$ cat src/rtl/tp_pkg.sv
package tp_pkg;

  typedef enum logic [1:0] {
    CTR_SNT = 2'b00,
    CTR_WNT = 2'b01,
    CTR_WT  = 2'b10,
    CTR_ST  = 2'b11
  } ctr_e;

  // saturating two-bit step
  function automatic logic [1:0] ctr_step(input logic [1:0] cur, input logic up);
    logic [1:0] nxt;
    if (up) nxt = (cur == CTR_ST)  ? cur : cur + 2'd1;
    else    nxt = (cur == CTR_SNT) ? cur : cur - 2'd1;
    return nxt;
  endfunction

endpackage

$ cat src/rtl/tp_ctr_table.sv
module tp_ctr_table
  import tp_pkg::*;
#(
  parameter int unsigned IDX_W   = 4,
  parameter logic [1:0]  RST_VAL = CTR_WNT
) (
  input  logic                        clk_i,
  input  logic                        rst_ni,
  input  logic [IDX_W-1:0]            rd_idx_i,
  output logic [1:0]                  rd_ctr_o,
  input  logic                        upd_en_i,
  input  logic [IDX_W-1:0]            upd_idx_i,
  input  logic                        upd_up_i,
  output logic [(1<<IDX_W)-1:0][1:0]  tbl_o
);
  localparam int unsigned DEPTH = 1 << IDX_W;

  logic [DEPTH-1:0][1:0] ctr_q;

  for (genvar e = 0; e < DEPTH; e++) begin : g_ent
    logic hit;
    assign hit = upd_en_i && (upd_idx_i == IDX_W'(e));
    always_ff @(posedge clk_i or negedge rst_ni) begin
      if (!rst_ni)  ctr_q[e] <= RST_VAL;
      else if (hit) ctr_q[e] <= ctr_step(ctr_q[e], upd_up_i);
    end
  end

  // read before write: same-cycle update is not forwarded
  assign rd_ctr_o = ctr_q[rd_idx_i];
  assign tbl_o    = ctr_q;

endmodule

$ cat src/rtl/tp_ghr.sv
module tp_ghr #(
  parameter int unsigned HIST_W = 4
) (
  input  logic              clk_i,
  input  logic              rst_ni,
  input  logic              shift_en_i,
  input  logic              bit_i,
  output logic [HIST_W-1:0] hist_o
);
  logic [HIST_W-1:0] hist_q;

  always_ff @(posedge clk_i or negedge rst_ni) begin
    if (!rst_ni)         hist_q <= '0;
    else if (shift_en_i) hist_q <= {hist_q[HIST_W-2:0], bit_i};
  end

  assign hist_o = hist_q;

endmodule

$ cat src/rtl/tourney_pred.sv
module tourney_pred
  import tp_pkg::*;
#(
  parameter int unsigned IDX_W  = 4,  // bimodal / referee index bits
  parameter int unsigned HIST_W = 4   // history length, 2 <= HIST_W <= IDX_W
) (
  input  logic              clk_i,
  input  logic              rst_ni,
  input  logic [IDX_W-1:0]  pred_pc_i,
  output logic              pred_taken_o,
  output logic              pred_bim_o,
  output logic              pred_glb_o,
  output logic [HIST_W-1:0] pred_gidx_o,
  input  logic              res_valid_i,
  input  logic [IDX_W-1:0]  res_pc_i,
  input  logic              res_bim_i,
  input  logic              res_glb_i,
  input  logic [HIST_W-1:0] res_gidx_i,
  input  logic              res_taken_i
);
  localparam int unsigned BIM_N = 1 << IDX_W;
  localparam int unsigned GLB_N = 1 << HIST_W;

  logic [HIST_W-1:0]     ghr;
  logic [HIST_W-1:0]     glb_rd_idx;
  logic [1:0]            bim_ctr, glb_ctr, chs_ctr;
  logic                  chs_en, chs_up;
  logic [BIM_N-1:0][1:0] bim_tbl, chs_tbl;
  logic [GLB_N-1:0][1:0] glb_tbl;

  assign glb_rd_idx = pred_pc_i[HIST_W-1:0] ^ ghr;

  tp_ctr_table #(.IDX_W(IDX_W), .RST_VAL(CTR_WNT)) u_bim (
    .clk_i, .rst_ni,
    .rd_idx_i  (pred_pc_i),
    .rd_ctr_o  (bim_ctr),
    .upd_en_i  (res_valid_i),
    .upd_idx_i (res_pc_i),
    .upd_up_i  (res_taken_i),
    .tbl_o     (bim_tbl)
  );

  tp_ctr_table #(.IDX_W(HIST_W), .RST_VAL(CTR_WNT)) u_glb (
    .clk_i, .rst_ni,
    .rd_idx_i  (glb_rd_idx),
    .rd_ctr_o  (glb_ctr),
    .upd_en_i  (res_valid_i),
    .upd_idx_i (res_gidx_i),
    .upd_up_i  (res_taken_i),
    .tbl_o     (glb_tbl)
  );

  // referee trains only on disagreement, toward the component that was right
  assign chs_en = res_valid_i && (res_bim_i != res_glb_i);
  assign chs_up = (res_glb_i == res_taken_i);

  tp_ctr_table #(.IDX_W(IDX_W), .RST_VAL(CTR_WNT)) u_chs (
    .clk_i, .rst_ni,
    .rd_idx_i  (pred_pc_i),
    .rd_ctr_o  (chs_ctr),
    .upd_en_i  (chs_en),
    .upd_idx_i (res_pc_i),
    .upd_up_i  (chs_up),
    .tbl_o     (chs_tbl)
  );

  tp_ghr #(.HIST_W(HIST_W)) u_ghr (
    .clk_i, .rst_ni,
    .shift_en_i (res_valid_i),
    .bit_i      (res_taken_i),
    .hist_o     (ghr)
  );

  assign pred_bim_o   = bim_ctr[1];
  assign pred_glb_o   = glb_ctr[1];
  assign pred_taken_o = chs_ctr[1] ? glb_ctr[1] : bim_ctr[1];
  assign pred_gidx_o  = glb_rd_idx;

endmodule

$ cat config.mk
export PLATFORM = sky130hd
export DESIGN_NAME = tourney_pred
export DESIGN_NICKNAME = d
export VERILOG_FILES = /design/src/rtl/tp_pkg.sv /design/src/rtl/tp_ctr_table.sv /design/src/rtl/tp_ghr.sv /design/src/rtl/tourney_pred.sv
export SDC_FILE = /design/constraint.sdc
export NUM_CORES = 1
export LEC_CHECK = 0
export CAP_MARGIN = 20
export CORE_MARGIN = 10
export CORE_UTILIZATION = 60
export CTS_CLUSTER_SIZE = 24
export DETAILED_ROUTE_END_ITERATION = 6
export PLACE_DENSITY = 0.78
export REMOVE_ABC_BUFFERS = 1
export SKIP_CTS_REPAIR_TIMING = 1
export SYNTH_ARGS = -nofsm -noshare
export SYNTH_HDL_FRONTEND = slang
export SYNTH_SLANG_ARGS = --single-unit
$ cat constraint.sdc
create_clock -name clk_i -period 2.8 [get_ports clk_i]
set_input_delay 0.56 -clock clk_i [delete_from_list [all_inputs] [get_ports clk_i]]
set_output_delay 0.56 -clock clk_i [all_outputs]
set_load 0.01 [all_outputs]
Word-level counts from Yosys, hierarchy flattened

Index checks and enable logic that the tools add are counted.
Widths: inputs -> output; s select.

Flip-flop bits (word level): 100
Input port bits: 18
Output and inout port bits: 7

Add/subtract/negate cells: 96
Order comparisons: 2
Eq/ne operators: 176
Muxes and demuxes: 151
Bitwise gates (word level): 1
Reduce and logical (&&, ||, !) cells: 147

Operators by type and width:

| kind                | number |
|---|---|
| $mux 2              | 147 |
| $ne 2x2->1 const B  | 96 |
| $reduce_and 3->1    | 48 |
| $add 2x1->2 const B | 48 |
| $eq 2x2->1 const B  | 48 |
| $logic_not 2->1     | 48 |
| $sub 2x1->2 const B | 48 |
| $eq 4x4->1 const B  | 16 |
| $logic_and 1x1->1   | 49 |
| $eq 4x3->1 const B  | 8 |
| $bmux 2 s4          | 3 |
| $eq 4x2->1 const B  | 4 |
| $lt 4x5->1 const B  | 2 |
| $eq 4x1->1 const B  | 2 |
| $logic_not 4->1     | 2 |
| $xor 4x4->4         | 1 |
| $eq 1x1->1          | 1 |
| $mux 1              | 1 |
| $ne 1x1->1          | 1 |

Logic depth before layout (Yosys ltp)

Depth in word-level cells: 4
Depth in mapped cells: 7
Gate-level depth less buffers: 6

Hierarchy

A second synthesis with hierarchy kept.

Cells, all modules: 694
Area total of the unflattened synthesis: 6847.8 µm²

Modules (own cells, without submodules):

| module                | instances | cells each | area an instance (µm²) | seq. area each (µm²) |
|---|---|---|---|---|
| tp_ctr_table at u_glb | 1         | 224        | 2257.2                 | 820.8 |
| tp_ctr_table at u_bim | 1         | 226        | 2232.1                 | 820.8 |
| tp_ctr_table at u_chs | 1         | 228        | 2143.3                 | 820.8 |
| tp_ghr                | 1         | 8          | 145.1                  | 100.1 |
| tourney_pred          | 1         | 8          | 70.1                   | 0.0 |

Least setup slack after synthesis

OpenSTA, ideal clock, no wires.

Kind: in2out
From: input pred_pc_i[1]
To: output pred_taken_o
Arrival: 2265 ps
Path slack: -25 ps
Stages: 6
Buffers on the path: 1
Cell sequence: buf_6 -> xor2_1 -> mux4_2 -> a22oi_1 -> o21ai_1 -> mux2_4

Word-level cells in the longest chain between the ends: 4

RTL lines:

| what                         | RTL line           | text |
|---|---|---|
| from (decl)                  | tourney_pred.sv:9  | `input logic [IDX_W-1:0] pred_pc_i,` |
| $xor 4x4->4                  | tourney_pred.sv:31 | `assign glb_rd_idx = pred_pc_i[HIST_W-1:0] ^ ghr;` |
| via pred_gidx_o[1]           | tourney_pred.sv:13 | `output logic [HIST_W-1:0] pred_gidx_o,` |
| $bmux 2 s4                   | tp_ctr_table.sv:30 | `assign rd_ctr_o = ctr_q[rd_idx_i];` |
| $mux 2 (implied by the code) | tp_ctr_table.sv:30 |  |
| via pred_glb_o               | tourney_pred.sv:12 | `output logic pred_glb_o,` |
| $mux 1                       | tourney_pred.sv:76 | `assign pred_taken_o = chs_ctr[1] ? glb_ctr[1] : bim_ctr[1];` |
| to (decl)                    | tourney_pred.sv:10 | `output logic pred_taken_o,` |

The timed path passes the listed nets, and every way through them passes these cells. The select of a mux whose other input is x is not followed.

Worst setup path after layout

From: input pred_pc_i[0]
To: output pred_taken_o

Word-level cells in the longest chain between the ends: 4

RTL lines:

| what                         | RTL line |
|---|---|
| $xor 4x4->4                  | tourney_pred.sv:31 |
| $bmux 2 s4                   | tp_ctr_table.sv:30 |
| $mux 2 (implied by the code) | tp_ctr_table.sv:30 |
| $mux 1 (*)                   | tourney_pred.sv:76 |

Every way passes the cells marked *; elsewhere a longest branch is shown, timed or not. The select of a mux whose other input is x is not followed.

==> flow_summary_export.csv <==
group,metric,value,unit
status,outcome,"finished with violations",
status,violations,"setup timing",
logic_synthesis,seq_area_frac_synth,45.1,%
floorplan,core.rowCount,35,
critical_path,slowest_delay,500,ps
critical_path,start_kind,"input pin",
place,routabilityCongestion,0.867,
floorplan,fp.dieH,117,µm
finish,n_antenna_cell,0,
route,wirelength,15.1,mm
sta,timing.final.crit_share,101,%
run,max-cap-violations,0,
clock_tree,path_clk_slew,100,ps
finish,final_area,6710,µm²
power_and_ir_drop,finalPower,0.00356,W
grt,grt_max_degree,60,
place,dp_worst_setup_slack,-859,ps
power_and_ir_drop,power_leakage,2.60,nW
route,dr_total_vias,5198,
finish,final_cell_count_no_fill,822,
critical_path,cp.arrival,2260,ps
logic_synthesis,postSynthCellCount,629,
sta,finalMaxSlewViolations,0,
place,dp_hpwl,10.6,mm
min_path,hp-class,"input pin to async pin",
clock_tree,cts_buffers,9,
route,vias_per_cell,6.32,
logic_synthesis,synth_ff_type,"dfrtp_1",
logic_synthesis,synth_area_per_cell,9.02,µm²
finish,drive_gt1_share,22.5,%
critical_path,required,2240,ps
sta,finClkSkew,10.9,ps
clock_tree,insertion_delay,380,ps
place,place.port_buffers,24,
floorplan,core,9240,µm²
grt,antenna_found_initial,0,
logic_synthesis,synth_most_common_cell,"o21ai_0",
sta,hold_viol,0,
finish,syn2layout_area_growth,18.2,%
clock_tree,cts_buffer_depth,2,
logic_synthesis,synth_area,5680,µm²
sta,finalCriticalPeriod,2820,ps
clock_tree,clock_sinks,100,
sta,fmax,355,MHz
power_and_ir_drop,vdd_ir_drop_max,331,µV
grt,grt_pass1_vias,4958,
logic_synthesis,yosysUniqueCellTypes,47,
logic_synthesis,ys_top_cells_by_count,"o21ai_0 (104), a21oi_1 (89), nand2_1 (53), nor2_1 (53), dfrtp_1 (52)",
place,place_inst,801,
logic_synthesis,synth_seq_cells,100,
route,drc,0,
grt,track_usage,22.3,%
sta,max_slew_margin,53.5,%
clock_tree,cts_root_buffer,"clkbuf_8",
critical_path,path_cells,"buf_6, buf_12, buf_6, mux4_2, mux4_2, mux2_4, buf_6",
sta,postLayoutSetupSlackWorst,-19.7,ps
critical_path,critPathMaxFanout,6,
floorplan,num_io_pins,25,
route,dr.pass1.iters,5,
finish,fillCellCount,670,
sta,setup_tns,-19.7,ps
route,drtAntennaViolNets,0,
grt,grt_pass1_wl,24.5,mm
logic_synthesis,synth_top_area_share,22.9,%
power_and_ir_drop,p_per_area,531,nW/µm²
logic_synthesis,synth_largest_area_cell,"dfrtp_1",
logic_synthesis,synth_edf_count,0,
logic_synthesis,synthArstFlopShare,100,%
critical_path,path_class,"input pin to output port",
clock_tree,cts_tree,"yes",
clock_tree,h-tree-depth,3,
critical_path,cp_slowest_cell,"mux4_2",
floorplan,die_width,117,µm
route,wl_per_cell,18.4,µm
logic_synthesis,yosysWarnings,0,
logic_synthesis,ys_top_cells_by_area,"dfrtp_1 (23%), dfstp_2 (22%), o21ai_0 (9.2%), a21oi_1 (7.8%), nand2_1 (3.5%)",
sta,worstMarginPinSlew,693,ps
place,post_dp_cell_area,6370,µm²
floorplan,dieArea,13700,µm²
sta,setup_viol_count_final,1,
sta,grt_setup_unrepaired,"yes",
critical_path,critPathCaptureType,"output port",
critical_path,cpMostUsedCell,"buf_6",
floorplan,start_util,61.4,%
grt,grt_overflow,0,
finish,layout.nets,706,
route,first_iter_violations,569,
[worst max-delay path: cells and delay by family]
family / cells / cell delay [ps]
muxes: 3 / 1290
buffers and inverters: 4 / 400
[metrics by stage]
stage	util, %	hold WS, ps
finish	72.6	165
global route	72.6	178
CTS	71.4	184
detailed placement	68.9	477
global placement	68.9	471
floorplan	-	264
[logic make-up (layout without fill, tap and decap cells)]
family | count (synthesis) | in the layout | share of synthesized area [%]
xor gates and xnor gates | 8 | 8 | 1.37
muxes | 30 | 30 | 8.62
AOI/OAI and AO/OA | 247 | 247 | 24.7
buffers and inverters | 49 | 113 | 3.53
DFF | 100 | 100 | 45.1
and+or+nand+nor | 195 | 195 | 16.6
[final timing paths]
path | cells past startpoint | slack (ps) | from | to
max in group asynchronous | 2 | 1860 | rst_ni | u_chs.tbl_o[0]
hold reg to reg | 1 | 490 | u_chs.tbl_o[2] | u_chs.tbl_o[2]
setup reg to reg | 4 | 1720 | u_chs.tbl_o[3] | u_chs.tbl_o[2]
hold / removal | 1 | 170 | rst_ni | u_glb.tbl_o[11]
min in group clk_i | 1 | 490 | u_chs.tbl_o[2] | u_chs.tbl_o[2]
setup / recovery | 7 | -20 | pred_pc_i[0] | pred_taken_o
[cell type report]
type                       instances  area (µm²)  area share [%]
tap                              129         161            2.41
multi-input combinational        480        2980            44.4
inverter                          19        71.3            1.06
sequential                       100        2570            38.3
timing repair buffer              78         699            10.4
clock buffer                       9         124            1.85
clock inverter                     7         105            1.57
[state kept, by name (all words and copies together), names as in the netlist]
signal	cells
u_bim.tbl_o	32
u_chs.tbl_o	32
u_ghr.hist_o	4
u_glb.tbl_o	32
[layer usage]
metal  global-route usage, %  up-vias  wire [µm]
li1                        -     2434          -
met2                    37.8      174       7330
met4                    6.18        0        262
met5                       0        -          0
met3                    4.03       26       1010
met1                    28.6     2564       6490
[cell usage in the layout, fill, tap and decap left out, types with 5 or more instances in the layout]
master	instances
clkdlybuf4s50_1	16
or3_1	5
o21ai_0	103
clkbuf_8	9
a21oi_1	89
a31oi_1	9
nor3b_1	11
inv_1	19
a21o_1	5
nand2_1	53
nor2_1	53
buf_6	5
mux2i_1	11
o221a_2	5
mux2_2	6
mux4_2	8
dfrtp_1	49
nand2b_1	10
nand3_1	21
nand3b_1	13
buf_4	49
a22o_1	5
o211ai_1	6
nor3_1	13
dfstp_2	48
[report_power, final]
part	leakage [nW]	switching (W)	internal (W)	total, W
registers	1.06	0.000132	0.00167	0.00180
clock network	0.112	0.000563	0.000518	0.00108
logic	1.43	0.000368	0.000306	0.000674
total	2.60	0.00106	0.00250	0.00356
Note: power is estimated with default switching activity, not from simulation.
